## config.mk

```make
export PLATFORM = sky130hd
export DESIGN_NAME = bus_req_encoder
export DESIGN_NICKNAME = d
export VERILOG_FILES = /design/src/rtl/busreq_pkg.sv /design/src/rtl/busreq_rfsh_cnt.sv /design/src/rtl/busreq_select.sv /design/src/rtl/busreq_owner.sv /design/src/rtl/bus_req_encoder.sv
export SDC_FILE = /design/constraint.sdc
export NUM_CORES = 1
export LEC_CHECK = 0
export BUFFER_PORTS_ARGS = -buffer_cell sky130_fd_sc_hd__buf_2
export CAP_MARGIN = 20
export CORE_AREA = 5 5 42 44
export CTS_BUF_LIST = sky130_fd_sc_hd__clkbuf_16
export DETAILED_ROUTE_END_ITERATION = 7
export DIE_AREA = 0 0 47 49
export GPL_ROUTABILITY_DRIVEN = 0
export PLACE_DENSITY = 0.8
export RECOVER_POWER = 100
export SLEW_MARGIN = 15
export SYNTH_ARGS = -nofsm -noshare
export SYNTH_HDL_FRONTEND = slang
export SYNTH_SLANG_ARGS = --single-unit
```

## constraint.sdc

```tcl
create_clock -name clk -period 2.93 [get_ports clk]
set_input_delay 0.293 -clock clk [delete_from_list [all_inputs] [get_ports clk]]
set_output_delay 0.293 -clock clk [all_outputs]
set_load 0.01 [all_outputs]
```

## src/rtl/busreq_pkg.sv

```systemverilog
package busreq_pkg;
   typedef enum logic [1:0] {
      CODE_HIGH = 2'b00,
      CODE_TERM = 2'b01,
      CODE_LOW  = 2'b10,
      CODE_IDLE = 2'b11
   } bus_code_e;

   localparam int NUM_SRC  = 4;
   localparam int SRC_W    = $clog2(NUM_SRC);
   localparam int SRC_VID  = 0;
   localparam int SRC_RFSH = 1;
   localparam int SRC_HOST = 2;
   localparam int SRC_CPU  = 3;
endpackage

```

## src/rtl/busreq_rfsh_cnt.sv

```systemverilog
module busreq_rfsh_cnt #(
   parameter int CNT_W     = 5,
   parameter int URGENT_AT = 12
) (
   input  logic             clk,
   input  logic             rst_n,
   input  logic             tick,
   input  logic             done,
   output logic [CNT_W-1:0] cnt,
   output logic             pending,
   output logic             urgent
);
   localparam logic [CNT_W-1:0] CNT_MAX = '1;
   localparam logic [CNT_W-1:0] THRESH  = CNT_W'(URGENT_AT);

   generate
      if (CNT_W < 2) begin : g_bad_width
         $error("busreq_rfsh_cnt: CNT_W must be at least 2");
      end
      if (URGENT_AT < 1 || URGENT_AT > (2**CNT_W) - 1) begin : g_bad_thresh
         $error("busreq_rfsh_cnt: URGENT_AT outside counter range");
      end
   endgenerate

   always_ff @(posedge clk or negedge rst_n) begin
      if (!rst_n) begin
         cnt <= '0;
      end else if (tick && !done) begin
         if (cnt != CNT_MAX) cnt <= cnt + 1'b1;
      end else if (done && !tick) begin
         if (cnt != '0) cnt <= cnt - 1'b1;
      end
   end

   assign pending = (cnt != '0);
   assign urgent  = (cnt >= THRESH);
endmodule

```

## src/rtl/busreq_select.sv

```systemverilog
module busreq_select
   import busreq_pkg::*;
(
   input  logic             vid_req,
   input  logic             rfsh_pending,
   input  logic             rfsh_urgent,
   input  logic             host_req,
   input  logic             cpu_req,
   output logic             sel_vld,
   output logic [SRC_W-1:0] sel_idx,
   output logic             sel_high
);
   logic [NUM_SRC-1:0] hi_vec;
   logic [NUM_SRC-1:0] lo_vec;
   logic [SRC_W-1:0]   hi_idx;
   logic [SRC_W-1:0]   lo_idx;

   always_comb begin
      hi_vec           = '0;
      lo_vec           = '0;
      hi_vec[SRC_VID]  = vid_req;
      hi_vec[SRC_RFSH] = rfsh_pending && rfsh_urgent;
      hi_vec[SRC_HOST] = host_req;
      lo_vec[SRC_RFSH] = rfsh_pending && !rfsh_urgent;
      lo_vec[SRC_CPU]  = cpu_req;
   end

   // lowest index wins inside each class
   always_comb begin
      hi_idx = '0;
      lo_idx = '0;
      for (int i = NUM_SRC - 1; i >= 0; i--) begin
         if (hi_vec[i]) hi_idx = SRC_W'(i);
         if (lo_vec[i]) lo_idx = SRC_W'(i);
      end
   end

   assign sel_high = |hi_vec;
   assign sel_vld  = sel_high || (|lo_vec);
   assign sel_idx  = sel_high ? hi_idx : lo_idx;
endmodule

```

## src/rtl/busreq_owner.sv

```systemverilog
module busreq_owner
   import busreq_pkg::*;
(
   input  logic               clk,
   input  logic               rst_n,
   input  logic               grant_n,
   input  logic               xfer_last,
   input  logic               sel_vld,
   input  logic [SRC_W-1:0]   sel_idx,
   input  logic               sel_high,
   output logic               own_vld,
   output logic               own_high,
   output logic [NUM_SRC-1:0] owns,
   output logic               rfsh_done
);
   logic [SRC_W-1:0] own_idx;

   always_ff @(posedge clk or negedge rst_n) begin
      if (!rst_n) begin
         own_vld  <= 1'b0;
         own_idx  <= '0;
         own_high <= 1'b0;
      end else if (own_vld) begin
         if (xfer_last || grant_n) own_vld <= 1'b0;
      end else if (sel_vld && !grant_n) begin
         own_vld  <= 1'b1;
         own_idx  <= sel_idx;
         own_high <= sel_high;
      end
   end

   generate
      for (genvar s = 0; s < NUM_SRC; s++) begin : g_own
         assign owns[s] = own_vld && (own_idx == SRC_W'(s));
      end
   endgenerate

   assign rfsh_done = owns[SRC_RFSH] && xfer_last;
endmodule

```

## src/rtl/bus_req_encoder.sv

```systemverilog
module bus_req_encoder
   import busreq_pkg::*;
#(
   parameter int CNT_W     = 5,
   parameter int URGENT_AT = 12
) (
   input  logic               clk,
   input  logic               rst_n,
   input  logic               vid_req,
   input  logic               host_req,
   input  logic               cpu_req,
   input  logic               refresh_tick,
   input  logic               grant_n,
   input  logic               xfer_last,
   output logic [1:0]         req_code,
   output logic [NUM_SRC-1:0] owns
);
   logic [CNT_W-1:0] rfsh_cnt;
   logic             rfsh_pending;
   logic             rfsh_urgent;
   logic             rfsh_done;
   logic             sel_vld;
   logic [SRC_W-1:0] sel_idx;
   logic             sel_high;
   logic             own_vld;
   logic             own_high;
   bus_code_e        code;

   busreq_rfsh_cnt #(.CNT_W(CNT_W), .URGENT_AT(URGENT_AT)) cnt_i (
      .clk     (clk),
      .rst_n   (rst_n),
      .tick    (refresh_tick),
      .done    (rfsh_done),
      .cnt     (rfsh_cnt),
      .pending (rfsh_pending),
      .urgent  (rfsh_urgent)
   );

   busreq_select sel_i (
      .vid_req      (vid_req),
      .rfsh_pending (rfsh_pending),
      .rfsh_urgent  (rfsh_urgent),
      .host_req     (host_req),
      .cpu_req      (cpu_req),
      .sel_vld      (sel_vld),
      .sel_idx      (sel_idx),
      .sel_high     (sel_high)
   );

   busreq_owner own_i (
      .clk       (clk),
      .rst_n     (rst_n),
      .grant_n   (grant_n),
      .xfer_last (xfer_last),
      .sel_vld   (sel_vld),
      .sel_idx   (sel_idx),
      .sel_high  (sel_high),
      .own_vld   (own_vld),
      .own_high  (own_high),
      .owns      (owns),
      .rfsh_done (rfsh_done)
   );

   always_comb begin
      if (own_vld) begin
         if (xfer_last)     code = CODE_TERM;
         else if (own_high) code = CODE_HIGH;
         else               code = CODE_LOW;
      end else if (sel_vld) begin
         code = sel_high ? CODE_HIGH : CODE_LOW;
      end else begin
         code = CODE_IDLE;
      end
   end

   assign req_code = code;
endmodule

```

# Word-level counts from Yosys, hierarchy flattened
# Index checks and enable logic that the tools add are counted.
[word_totals] latch_bits=0 ram_bits=0 n_memories=0 regBits=9 romBits=0 output_inout_bits=6
[op_classes] add_sub_neg=2 n_eq_ne=5 multipliers=0 n_bitwise=1 n_reduce_logical=24 n_shift=0 n_div=0 muxes=18 n_lt_le_gt_ge=1
[ops] cell="2-bit 2-to-1 mux" count=11
[ops] cell="5-bit 2-to-1 mux" count=4
[ops] cell="1-bit logical AND" count=10
[ops] cell="5-bit by 1-bit adder with 5-bit output, second input constant" count=1
[ops] cell="5-bit by 4-bit >= comparator with 1-bit output, second input constant" count=1
[ops] cell="5-bit inequality test, second input constant" count=1
[ops] cell="5-bit nonzero test" count=1
[ops] cell="5-bit by 1-bit subtractor with 5-bit output, second input constant" count=1
[ops] cell="2-bit equality test, second input constant" count=2
[ops] cell="1-bit logical NOT" count=4
[ops] cell="2-bit nonzero test" count=2
[ops] cell="1-bit 2-to-1 mux" count=3
[ops] cell="3-bit AND reduction" count=1
[ops] cell="3-bit OR reduction" count=1
[ops] cell="2-bit by 1-bit equality test with 1-bit output, second input constant" count=1
[ops] cell="2-bit logical NOT" count=1
[ops] cell="1-bit logical OR" count=2
[ops] cell="2-bit inequality test, second input constant" count=1
[ops] cell="2-bit AND reduction" count=1
[ops] cell="2-bit OR reduction" count=1
[ops] cell="1-bit NOT" count=1

# Depth between registers and ports, before layout
# Gate-level depths: netlist of the first run.
[depth] depth_word=8 depth_mapped=11

# Modules after synthesis
# From an unflattened synthesis of the first run, not the netlist that was laid out.
[unflattened] cells_unflattened=74 hier_area_um2=726.9
[modules_own_cells] mod="busreq_rfsh_cnt" cells_per_inst=44 n_inst=1 seq_area_each_um2=125.1 area_per_inst_um2=439.2
[modules_own_cells] mod="busreq_owner" cells_per_inst=17 n_inst=1 seq_area_each_um2=100.1 area_per_inst_um2=206.4
[modules_own_cells] mod="busreq_select" cells_per_inst=8 n_inst=1 seq_area_each_um2=0.0 area_per_inst_um2=56.3
[modules_own_cells] mod="bus_req_encoder" cells_per_inst=5 n_inst=1 seq_area_each_um2=0.0 area_per_inst_um2=25.0

# Least setup slack after synthesis of the first run
# Ideal clock, no wire load.
[synth_path] path_type="flip-flop to flip-flop" startpoint="reg own_i.own_vld" endpoint="reg cnt_i.cnt[4]" path_buffers=1 setup_slack_ns=0.683 stages_incl_launch_ff=11 setup_ns=0.080 arrival_time_ns=2.167 period_less_slack_ns=2.247 path_cell_list="dfrtp_1 > clkbuf_1 > nand2_1 > nor2_1 > nand2_1 > ha_1 > fa_1 > nand3b_1 > and3_1 > o211ai_1 > xnor2_1"
[synth_via] elab_chain_len=6 word_cells_on_any_way=10 classes_between="1 x eq/ne; 1 x mux; 8 x reduce/logical"
[synth_rtl] item="from (decl)" line="busreq_owner.sv:11" rtl="output logic own_vld,"
[synth_rtl] item="from (signal assigned)" line="busreq_owner.sv:20" rtl="own_vld <= 1'b0;"
[synth_rtl] item="from (signal assigned)" line="busreq_owner.sv:24" rtl="if (xfer_last || grant_n) own_vld <= 1'b0;"
[synth_rtl] item="from (signal assigned)" line="busreq_owner.sv:26" rtl="own_vld <= 1'b1;"
[synth_rtl] item="1-bit logical AND (*)" line="busreq_owner.sv:34" rtl="assign owns[s] = own_vld && (own_idx == SRC_W'(s));"
[synth_rtl] item="net owns[1]" line="bus_req_encoder.sv:16" rtl="output logic [NUM_SRC-1:0] owns"
[synth_rtl] item="1-bit logical AND (*)" line="busreq_owner.sv:38" rtl="assign rfsh_done = owns[SRC_RFSH] && xfer_last;"
[synth_rtl] item="1-bit logical NOT" line="busreq_rfsh_cnt.sv:28" rtl="end else if (tick && !done) begin"
[synth_rtl] item="1-bit logical AND" line="busreq_rfsh_cnt.sv:28"
[synth_rtl] item="2-bit inequality test (no line) / 2-bit nonzero test (equally long branches)"
[synth_rtl] item="3-bit AND reduction (no line)"
[synth_rtl] item="to (signal assigned)" line="busreq_rfsh_cnt.sv:29" rtl="if (cnt != CNT_MAX) cnt <= cnt + 1'b1;"
[synth_rtl] item="to (signal assigned)" line="busreq_rfsh_cnt.sv:31" rtl="if (cnt != '0) cnt <= cnt - 1'b1;"
[synth_rtl] item="to (decl)" line="busreq_rfsh_cnt.sv:9" rtl="output logic [CNT_W-1:0] cnt,"
# The timed path passes the listed nets; every way through them passes the cells marked *.
# A chain may end at the register's enable or synchronous reset.

# Worst setup path in the final report of the first run
[layout_path] startpoint="reg cnt_i.cnt[0]" endpoint="out req_code[0]"
[layout_via] elab_chain_len=7 word_cells_on_any_way=10 classes_between="1 x order compare; 2 x mux; 7 x reduce/logical"
[layout_rtl] item="5-bit by 4-bit >= comparator with 1-bit output" line="busreq_rfsh_cnt.sv:36" rtl="assign urgent = (cnt >= THRESH);"
[layout_rtl] item="1-bit logical NOT" line="busreq_select.sv:24" rtl="lo_vec[SRC_RFSH] = rfsh_pending && !rfsh_urgent;"
[layout_rtl] item="1-bit logical AND" line="busreq_select.sv:24"
[layout_rtl] item="2-bit OR reduction" line="busreq_select.sv:39" rtl="assign sel_vld = sel_high || (|lo_vec);"
[layout_rtl] item="1-bit logical OR (*)" line="busreq_select.sv:39"
[layout_rtl] item="2-bit 2-to-1 mux (*)" line="bus_req_encoder.sv:69" rtl="end else if (sel_vld) begin"
[layout_rtl] item="2-bit 2-to-1 mux (*)" line="bus_req_encoder.sv:65" rtl="if (own_vld) begin"
[layout_rtl] item="to (decl)" line="bus_req_encoder.sv:15" rtl="output logic [1:0] req_code,"
# Every way passes the cells marked *; elsewhere a longest branch is shown, timed or not.

==> reports/qor.yml, run 1 <==
status: "completed"
leakagePower_nw: 0.366
dpl.hpwl_mm: 1.07
place_ws_ns: 0.725
drive_above_1_share: 0.131
placed_cells: 95
synth_top_cell_by_area: "dfrtp_1"
num_io_pins: 14
cts_tree: "built"
clkSlewWorstSetupHoldPaths_ns: 0.04
power_per_cell_area_nw_per_um2: 976
worst-setup-path-type: "reg -> out"
rsz0062_at_grt: "no"
drtPass1Iterations: 4
cts_buffer_depth: 2
post_drt_wl_per_cell_um: 14.1
grt_pass1_wl_mm: 2.39
fin_setup_tns_ns: 0
hp-class: "in -> reg"
initial_core_util: 0.471
slowest_delay_ns: 0.62
switching_share: 0.362
cts.sinks: 9
avgSynthCellArea_um2: 9.84
detail_route.iter0.violations: 9
grt_usage: 0.140
fin_crit_sh: 0.802
grt_pass1_vias: 588
fin_ws_ns: 0.579
finalSetupViolCount: 0
yosys.area.top_type_share: 0.342
grt_antenna_before_repair: 0
htreeDepth: 1
cts_inserted_buffers: 3
synth.most_common_cell: "dfrtp_1"
fin_nets: 99
num_rows: 14
async_flop_share: 1.00
synth_cell_type_count: 31
pwr-share-comb: 0.383
final_util: 0.573
crit_arrival_ns: 2.06
p_clk_frac: 0.301
yosys_most_used_dff: "dfrtp_1"
final_cells: 100
fin_hold_ws_ns: 0.281
synth_edf_count: 0
syn_inst: 67
slowest_stage: "or4_1"
dieHeight_um: 49
maxSlewViolCount: 0
cpLargestDelayFamily: "compound AO/OA/AOI/OAI gates"
hold_viol: 0
finClkSkew_ns: 0.00326
area_delta_synth_final_pct: 21.8
power.switching_w: 0.000284
start_kind: "flip-flop"
maxCapViolCount: 0
pwr-share-seq: 0.316
crit_required_ns: 2.64
vias: 580
insertion_delay_ns: 0.23
die_area_um2: 2300
intPower_w: 0.000500
netlist_area_um2: 659
worstPathCellList: "or4_1 > a2111oi_0 > a21o_1 > clkbuf_1"
antenna_cells: 0
route.detailed.drc: 0
die_w_um: 47
synth_seq_cells: 9
coreArea_um2: 1400
ys_top_cells_by_count: "dfrtp_1, a21oi_1, nand2_1, nor2_1, ha_1"
grt_max_degree: 13
cts_root_buffer: "clkbuf_16"
synth_warnings: 0
fmaxAchievable_mhz: 425
cp_num_buf_inv: 1
synthTopCellsByArea: "dfrtp_1, ha_1, a21oi_1, mux2_4, xnor2_1"
period_minus_slack_ns: 2.35
slew_headroom: 0.664
ir_drop_v: 0.000654
portBuffers: 13
synth-seq-area-share: 0.342
cp_max_fo: 5
antenna_left: 0
post_cts_resized: 0
crit_path_end_kind: "output port"
syn_nets: 81
grt_overflow: 0
via_per_inst: 5.80
routed_wl_mm: 1.41
worstMarginPinSlew_ns: 0.504
[repair_timing]
| item | CTS | global route |
|---|---|---|
| buffers inserted | 0 | 0 |
| endpoints found under the setup margin | 0 | 0 |
| hold endpoints to repair | 9 | 0 |
| hold buffers | 1 | 0 |
[per-stage QoR]
| step | area (um2) | power, W |
|---|---|---|
| 6_report | 803 | 0.000784 |
| 5_1_grt | 803 | 0.000850 |
| 4_1_cts | 830 | 0.000830 |
| 3_5_place_dp | 741 | 0.000584 |
| 3_3_place_gp | 741 | 0.000572 |
| 2_1_floorplan | 659 | 0.000500 |
[power groups by stage]
stage / combinational [W] / sequential, W / clock [W]
after floorplan: 0.000271 / 0.000229 / 0
after global placement: 0.000320 / 0.000252 / 0
after detailed placement: 0.000331 / 0.000253 / 0
after CTS: 0.000336 / 0.000252 / 0.000242
after global routing: 0.000345 / 0.000258 / 0.000247
final: 0.000300 / 0.000248 / 0.000236
[area by class of cell]
cell class,instances,area (um2)
Fill cell,139,598
Multi-Input combinational cell,54,402
Sequential cell,9,225
Clock buffer,3,75.1
Timing Repair Buffer,14,66.3
Tap cell,16,20.0
Inverter,3,11.3
Clock inverter,1,3.75
[cell families (layout without fill, tap and decap cells)]
family	Yosys count	in the layout	synth area share
AO/OA/AOI/OAI	18	18	0.190
adder cells (fa/ha/maj)	6	6	0.125
XOR/XNOR	4	4	0.0531
flip-flops	9	9	0.342
buffers and inverters	4	21	0.0228
multiplexers	3	3	0.0607
AND/OR/NAND/NOR	23	23	0.207
[flip-flops by register name, indices dropped and copies added, names as in the netlist]
name            cells
own_i.own_vld       1
own_i.own_high      1
cnt_i.cnt           5
own_i.own_idx       2
[routing by layer]
metal / vias up / track usage / share of wire / wire, um
met5: - / 0 / 0 / 0
met4: 0 / 0.0876 / 0.024 / 34
met2: 26 / 0.206 / 0.45 / 638
li1: 280 / - / - / -
met1: 270 / 0.170 / 0.43 / 600
met3: 4 / 0.0443 / 0.096 / 135
[cell usage in the layout, fill, tap and decap left out, types with 2 or more instances in the layout]
cell	n
nand3b_1	2
ha_1	5
dfrtp_1	9
nand2_1	6
o21ai_0	2
xnor2_1	3
mux2_1	2
inv_1	4
and3_1	2
a31oi_1	2
a21oi_1	7
buf_2	6
clkbuf_1	7
nor2_1	6
clkbuf_16	3
[final timing paths]
kind,start,end,slack (ns),cells after the start
max in group asynchronous,rst_n,own_i.own_idx[1],2.05,2
min in group asynchronous,rst_n,own_i.own_high,0.54,2
min,grant_n,own_i.own_vld,0.28,2
max,cnt_i.cnt[0],req_code[0],0.58,4
max reg2reg,own_i.own_vld,cnt_i.cnt[3],0.67,10
min reg2reg,own_i.own_high,own_i.own_high,0.49,2
Note: power is estimated with default switching activity, not from simulation.
==> run 2, diff against run 1 <==
ABC_AREA = 1   (was unset)
CORE_AREA = 5 5 45 47   (was 5 5 42 44)
DIE_AREA = 0 0 50 52   (was 0 0 47 49)
PLACE_DENSITY = 0.77   (was 0.8)
clock period = 1.96 ns   (was 2.93 ns; I/O delays follow)
==> reports/qor.yml, run 2 <==
status: "completed"
synth_warnings: 0  # unchanged
synth_edf_count: 0  # unchanged
grt_overflow: 0  # unchanged
slowest_stage: "dfrtp_1"
num_io_pins: 14  # unchanged
async_flop_share: 1.00  # unchanged
power_per_cell_area_nw_per_um2: 1500  # +54%
yosys.area.top_type_share: 0.318  # -0.0235
detail_route.iter0.violations: 8  # -1
fin_hold_ws_ns: 0.155  # -0.126 ns
finalSetupViolCount: 0  # unchanged
slowest_delay_ns: 0.36  # -0.26 ns
fmaxAchievable_mhz: 547
route.detailed.drc: 0  # unchanged
r2r_end: "cnt_i.cnt[4]"
cp-endpoint: "cnt_i.cnt[4]"
startpoint: "own_i.own_vld"
netlist_area_um2: 708  # +7.4%
initial_core_util: 0.439  # -0.0318
switching_share: 0.418  # +0.0565
mostFrequentLayoutCell: "nand2_1"
hold_viol: 0  # unchanged
pwr-share-seq: 0.267  # -0.049
cts_tree: "built"
worst-r2r-cell-count: 10  # unchanged
die_area_um2: 2600  # +13%
crit_required_ns: 2.14  # -0.50 ns
power.switching_w: 0.000579  # +100%
syn_inst: 90  # +34%
pwr-share-comb: 0.469  # +0.086
crit_path_end_kind: "flip-flop"
avgSynthCellArea_um2: 7.87  # -20%
drive_above_1_share: 0.279  # +0.148
post_drt_wl_per_cell_um: 13.4  # -4.6%
insertion_delay_ns: 0.24  # about the same
synth_seq_cells: 9  # unchanged
grt_antenna_before_repair: 0  # unchanged
top_register: "cnt_i.cnt"
maxCapViolCount: 0  # unchanged
antenna_cells: 0  # unchanged
intPower_w: 0.000805  # +61%
antenna_left: 0  # unchanged
worstMarginPinSlew_ns: 0.519  # +0.0150 ns
maxSlewViolCount: 0  # unchanged
worst_path_most_repeated_cell: "nand2_1"
start_kind: "flip-flop"
fin_nets: 126  # +27%
grt_pass1_vias: 698  # +19%
clkSlewWorstSetupHoldPaths_ns: 0.04  # about the same
routed_wl_mm: 1.72  # +22%
cts.sinks: 9  # unchanged
crit_arrival_ns: 2.00  # -0.06 ns
synthTopCellsByArea: "dfrtp_1, nand2_1, ha_1, nand3_1, inv_1"
grt_pass1_wl_mm: 2.81  # +18%
portBuffers: 13  # unchanged
die_w_um: 50  # +6.4%
fin_crit_sh: 0.932
syn_nets: 104  # +28%
via_per_inst: 5.23  # -9.8%
dpl.hpwl_mm: 1.26  # +18%
drtPass1Iterations: 5  # +1
synth.most_common_cell: "nand2_1"
grt_max_degree: 10  # -3
yosys_most_used_dff: "dfrtp_1"
vias: 670  # +16%
rsz0062_at_grt: "no"
leakagePower_nw: 0.455  # +24%
area_delta_synth_final_pct: 30.0
grt_usage: 0.144  # +0.00396
ir_drop_v: 0.000632  # -3.3%
cts_inserted_buffers: 3  # unchanged
num_rows: 15  # +1
timing.reg2reg.setup_slack_ns: 0.13  # -0.54 ns
fillers: 147  # +5.8%
cts_buffer_depth: 2  # unchanged
cts_root_buffer: "clkbuf_16"
worst-setup-path-type: "reg -> reg"
reg_top3: "cnt_i.cnt: 5 flops, own_i.own_idx: 2 flops"
finClkSkew_ns: 0.00507  # +0.00181 ns
synth_cell_type_count: 23  # -26%
slew_headroom: 0.654  # -0.0100
total_power_w: 0.00138  # +77%
r2r_start: "own_i.own_vld"
dieHeight_um: 52  # +6.1%
worstPathCellList: "inv_2 > nor3_4 > nand2_2 > ha_4 > fa_2 > nand3b_1 > nand2_1 > xor2_1 > nand3_1 > nand2_1"
period_minus_slack_ns: 1.83
cp_max_fo: 3  # -2
htreeDepth: 1  # unchanged
synth_top_cell_by_area: "dfrtp_1"
synth-seq-area-share: 0.318  # -0.0235
coreArea_um2: 1610  # +15%
final_cell_mix: "nand2_1, inv_1, nand3_1"
p_clk_frac: 0.263  # -0.038
ys_top_cells_by_count: "nand2_1, dfrtp_1, inv_1"
largest_reg_flops: 5  # unchanged
hp-class: "in -> reg"
## run 2: changes by cell type in the layout (fill, tap and decap cells not counted), moves of 3 or more
cell | previous run | this run
buf_4 | 0 | 3
nand3_1 | 1 | 9
nor3_1 | 0 | 3
inv_1 | 4 | 9
nand2_1 | 6 | 24
nor2_1 | 6 | 3
inv_2 | 0 | 4
a21oi_1 | 7 | 0
## run 2: kinds of logic after synthesis
group,count (synthesis),share of synthesized area
simple gates,50,0.366
buf+inv,12,0.0636
compound gates,9,0.0866
flops,9,0.318
fa+ha+maj,6,0.117
xor+xnor,4,0.0495
## run 2: how the worst min path moves through the flow
stage	from	endpoint	slack [ns]	cells past startpoint
finish	grant_n	own_i.own_vld	0.16	2
global placement	rst_n	own_i.own_idx[1]	0.05	1
global route	grant_n	own_i.own_vld	0.16	2
floorplan	rst_n	cnt_i.cnt[0]	-0.1	0
detailed placement	rst_n	own_i.own_idx[1]	0.06	1
CTS	grant_n	own_i.own_vld	0.16	2
## run 2: cell type report
cell class	instances	area, um2	area share
flip-flops and latches	9	226	0.246
clock inverters	1	3.75	0.00408
inverters	12	45.0	0.0489
multi-input cells	69	459	0.499
repair buffers	17	90.1	0.0978
clock buffers	3	75.1	0.0815
well taps	17	21.3	0.0231
## run 2: metal layers
layer	routed length (um)	vias to the layer above	global-route usage
met1	638	308	0.135
met5	0	-	0
met2	925	18	0.266
li1	-	337	-
met4	56	0	0.109
met3	99	7	0.0315
## run 2: worst max-delay path, delay by kind of cell, from the launching register on
kind / cells / cell delay (ns)
simple gates: 6 / 0.67
fa+ha+maj: 2 / 0.53
flops: 1 / 0.36
buf+inv: 1 / 0.06
xor+xnor: 1 / 0.14
## run 2: through the flow
step	util	cell area, um2	worst slack [ns]	TNS, ns	std cells
2_1_floorplan	-	719	0.0270	0	90
3_3_place_gp	0.509	821	0.0597	0	122
3_5_place_dp	0.509	821	-0.0118	-0.0118	122
4_1_cts	0.570	920	0.0379	0	128
5_1_grt	0.571	921	0.00551	0	128
6_report	0.571	921	0.133	0	128
## run 2: timing repair
item | CTS | global route
buffers inserted | 1 | 0
pin swaps | 0 | 1
hold buffers | 1 | 0
gates resized for setup | 2 | 6
endpoints found under the setup margin | 2 | 5
endpoints found under the hold margin | 9 | 0
## run 2: power groups by stage
stage,Combinational (W),Clock (W),Sequential (W)
global route,0.000731,0.000387,0.000380
global placement,0.000600,0,0.000367
CTS,0.000639,0.000371,0.000369
floorplan,0.000498,0,0.000345
finish,0.000649,0.000365,0.000370
detailed placement,0.000621,0,0.000371
==> run 3, diff against run 2 <==
CORE_AREA = 5 5 46 48   (was 5 5 45 47)
DIE_AREA = 0 0 51 53   (was 0 0 50 52)
PLACE_DENSITY = 0.78   (was 0.77)
SYNTH_HIERARCHICAL = 1   (was unset)
==> reports/qor.yml, run 3 <==
status: "completed"
reg_top3: "cnt_i/cnt: 5 flops, own_i/own_idx: 2 flops"
post-route-cell-area_um2: 941  # +2.2%
final_cell_mix: "nand2_1, inv_1, nand3_1"
rsz0062_at_grt: "no"
cts_root_buffer: "clkbuf_16"
worstMarginPinSlew_ns: 0.490  # -0.0287 ns
synth-seq-area-share: 0.295  # -0.0234
die_w_um: 51  # +2.0%
cts_setup_buffers: 0  # -1
syn_nets: 126  # +21%
crit_arrival_ns: 1.60  # -0.40 ns
power_per_cell_area_nw_per_um2: 1450  # -3.3%
clkSlewWorstSetupHoldPaths_ns: 0.04  # about the same
synth_seq_cells: 9  # unchanged
start_kind: "flip-flop"
num_rows: 15  # unchanged
post_drt_wl_per_cell_um: 10.7  # -20%
period_minus_slack_ns: 1.79  # -0.0353 ns
grt_overflow: 0  # unchanged
cts_tree: "built"
mostFrequentLayoutCell: "nand2_1"
portBuffers: 13  # unchanged
route.detailed.drc: 0  # unchanged
num_io_pins: 14  # unchanged
netlist_area_um2: 764  # +8.0%
slew_headroom: 0.673  # +0.0191
top_register: "cnt_i/cnt"
placed_cells: 146  # +20%
synth_edf_count: 0  # unchanged
slowest_stage: "dfrtp_1"
largest_reg_flops: 5  # unchanged
async_flop_share: 1.00  # unchanged
cp_max_fo: 6  # +3
coreArea_um2: 1670  # +3.5%
hp-class: "in -> reg"
ys_top_cells_by_count: "nand2_1, inv_1, nand3_1"
yosys_most_used_dff: "dfrtp_1"
fmaxAchievable_mhz: 558  # +2.0%
grt_usage: 0.131  # -0.0128
synthTopCellsByArea: "dfrtp_1, nand2_1, nand3_1, inv_1, ha_1"
dieHeight_um: 53  # +1.9%
worstPathCellList: "nor2_1 > nand3_2 > nand2_1 > nand4_1 > nand2_1 > nand2_1 > nand2_1 > clkbuf_1"
hold_viol: 0  # unchanged
maxSlewViolCount: 0  # unchanged
final_cells: 151  # +18%
fin_ws_ns: 0.168  # +0.0353 ns
synth_cell_type_count: 21  # -8.7%
avgSynthCellArea_um2: 6.71  # -15%
drtPass1Iterations: 3  # -2
antenna_cells: 0  # unchanged
cts_inserted_buffers: 3  # unchanged
insertion_delay_ns: 0.23  # about the same
regArea_um2: 225  # -0.55%
slowest_delay_ns: 0.45  # +0.09 ns
fin_crit_sh: 0.914  # -0.0180
cp_num_buf_inv: 1  # unchanged
yosys.area.top_type_share: 0.295  # -0.0234
drive_above_1_share: 0.194  # -0.0852
leakagePower_nw: 0.522  # +15%
fin_nets: 147  # +17%
grt_max_degree: 10  # unchanged
maxCapViolCount: 0  # unchanged
grt_antenna_before_repair: 0  # unchanged
worst-setup-path-type: "reg -> out"
place_ws_ns: 0.115  # +0.127 ns
ir_drop_v: 0.00130  # +110%
cts.sinks: 9  # unchanged
antenna_left: 0  # unchanged
cpLargestDelayFamily: "simple AND/OR/NAND/NOR gates"
fin_setup_tns_ns: 0  # unchanged
vias: 759  # +13%
grt_pass1_wl_mm: 2.77  # -1.5%
finalSetupViolCount: 0  # unchanged
dpl.hpwl_mm: 1.31  # +4.2%
place_area_um2: 866  # +5.5%
fillers: 158  # +7.5%
die_area_um2: 2700  # +4.0%
detail_route.iter0.violations: 10  # +2
via_per_inst: 5.03  # -4.0%
synth_warnings: 6  # +6
htreeDepth: 1  # unchanged
multi_input_area_um2: 475  # +3.5%
finClkSkew_ns: 0.00206  # -0.00301 ns
crit_required_ns: 1.76  # -0.38 ns
syn_inst: 114  # +27%
cts_buffer_depth: 2  # unchanged
initial_core_util: 0.458  # +0.0189
crit_path_end_kind: "output port"
area_delta_synth_final_pct: 23.1
worst_path_most_repeated_cell: "nand2_1"
grt_pass1_vias: 733  # +5.0%
synth.most_common_cell: "nand2_1"
routed_wl_mm: 1.62  # -5.9%
total_power_w: 0.00137  # -1.2%
synth_top_cell_by_area: "dfrtp_1"
## run 3: cell count changes after synthesis, sizes merged, moves of 3 or more
cell | before | now
inv | 12 | 16
nor2 | 6 | 9
nand2 | 28 | 49
nand4 | 1 | 4
o21ai | 5 | 2
nand3 | 9 | 15
## run 3: cell type report
cell class,count,area share
clock buffers,3,0.0798
clock inverters,1,0.00399
multi-input cells,89,0.505
inverters,16,0.0638
well taps,17,0.0226
flip-flops and latches,9,0.239
repair buffers,16,0.0851
## run 3: kinds of logic (layout without fill, tap and decap cells)
logic type	Yosys count	count (layout)	synth area share
xor gates and xnor gates	1	1	0.0115
DFF	9	9	0.295
AOI/OAI and AO/OA	4	4	0.0458
buffers and inverters	16	36	0.0786
adders and majority gates	4	4	0.0753
and+or+nand+nor	80	80	0.494
## run 3: power breakdown
| part | switching, W | total [W] | internal, W |
|---|---|---|---|
| sequential | 0.000101 | 0.000368 | 0.000267 |
| combinational | 0.000405 | 0.000653 | 0.000248 |
| clock | 0.0000806 | 0.000346 | 0.000266 |
| total | 0.000586 | 0.00137 | 0.000781 |
## run 3: worst paths after layout
kind	start	endpoint	slack, ns	depth (start not counted)
max	cnt_i/cnt[0]	req_code[1]	0.17	8
min	grant_n	own_i/own_vld	0.26	4
max reg2reg	own_i/own_idx[1]	cnt_i/cnt[3]	0.18	12
min in group asynchronous	rst_n	own_i/own_high	0.44	2
max in group asynchronous	rst_n	cnt_i/cnt[0]	1.19	2
min reg2reg	own_i/own_idx[1]	own_i/own_idx[1]	0.46	2
## run 3: metal layers
metal,GRT usage,up-vias,part of all wire
met4,0.0269,0,0
met3,0.0338,0,0.030
met5,0,-,0
met1,0.141,345,0.45
li1,-,403,-
met2,0.255,11,0.52
## run 3: repair_timing
item / 4_1_cts / 5_1_grt
endpoints found under the setup margin: 0 / 4
hold buffers: 1 / 0
hold endpoints to repair: 9 / 0
gates resized for setup: 0 / 3
## run 3: stage by stage
step	utilization	hold slack, ns
2_1_floorplan	-	-0.0996
3_3_place_gp	0.518	0.0542
3_5_place_dp	0.518	0.0568
4_1_cts	0.572	0.272
5_1_grt	0.563	0.268
6_report	0.563	0.259
## run 3: worst min-delay path, cell delays in order
cell,delay [ns]
buf_2,0.08
inv_2,0.05
nand3_1,0.07
nand2_1,0.05
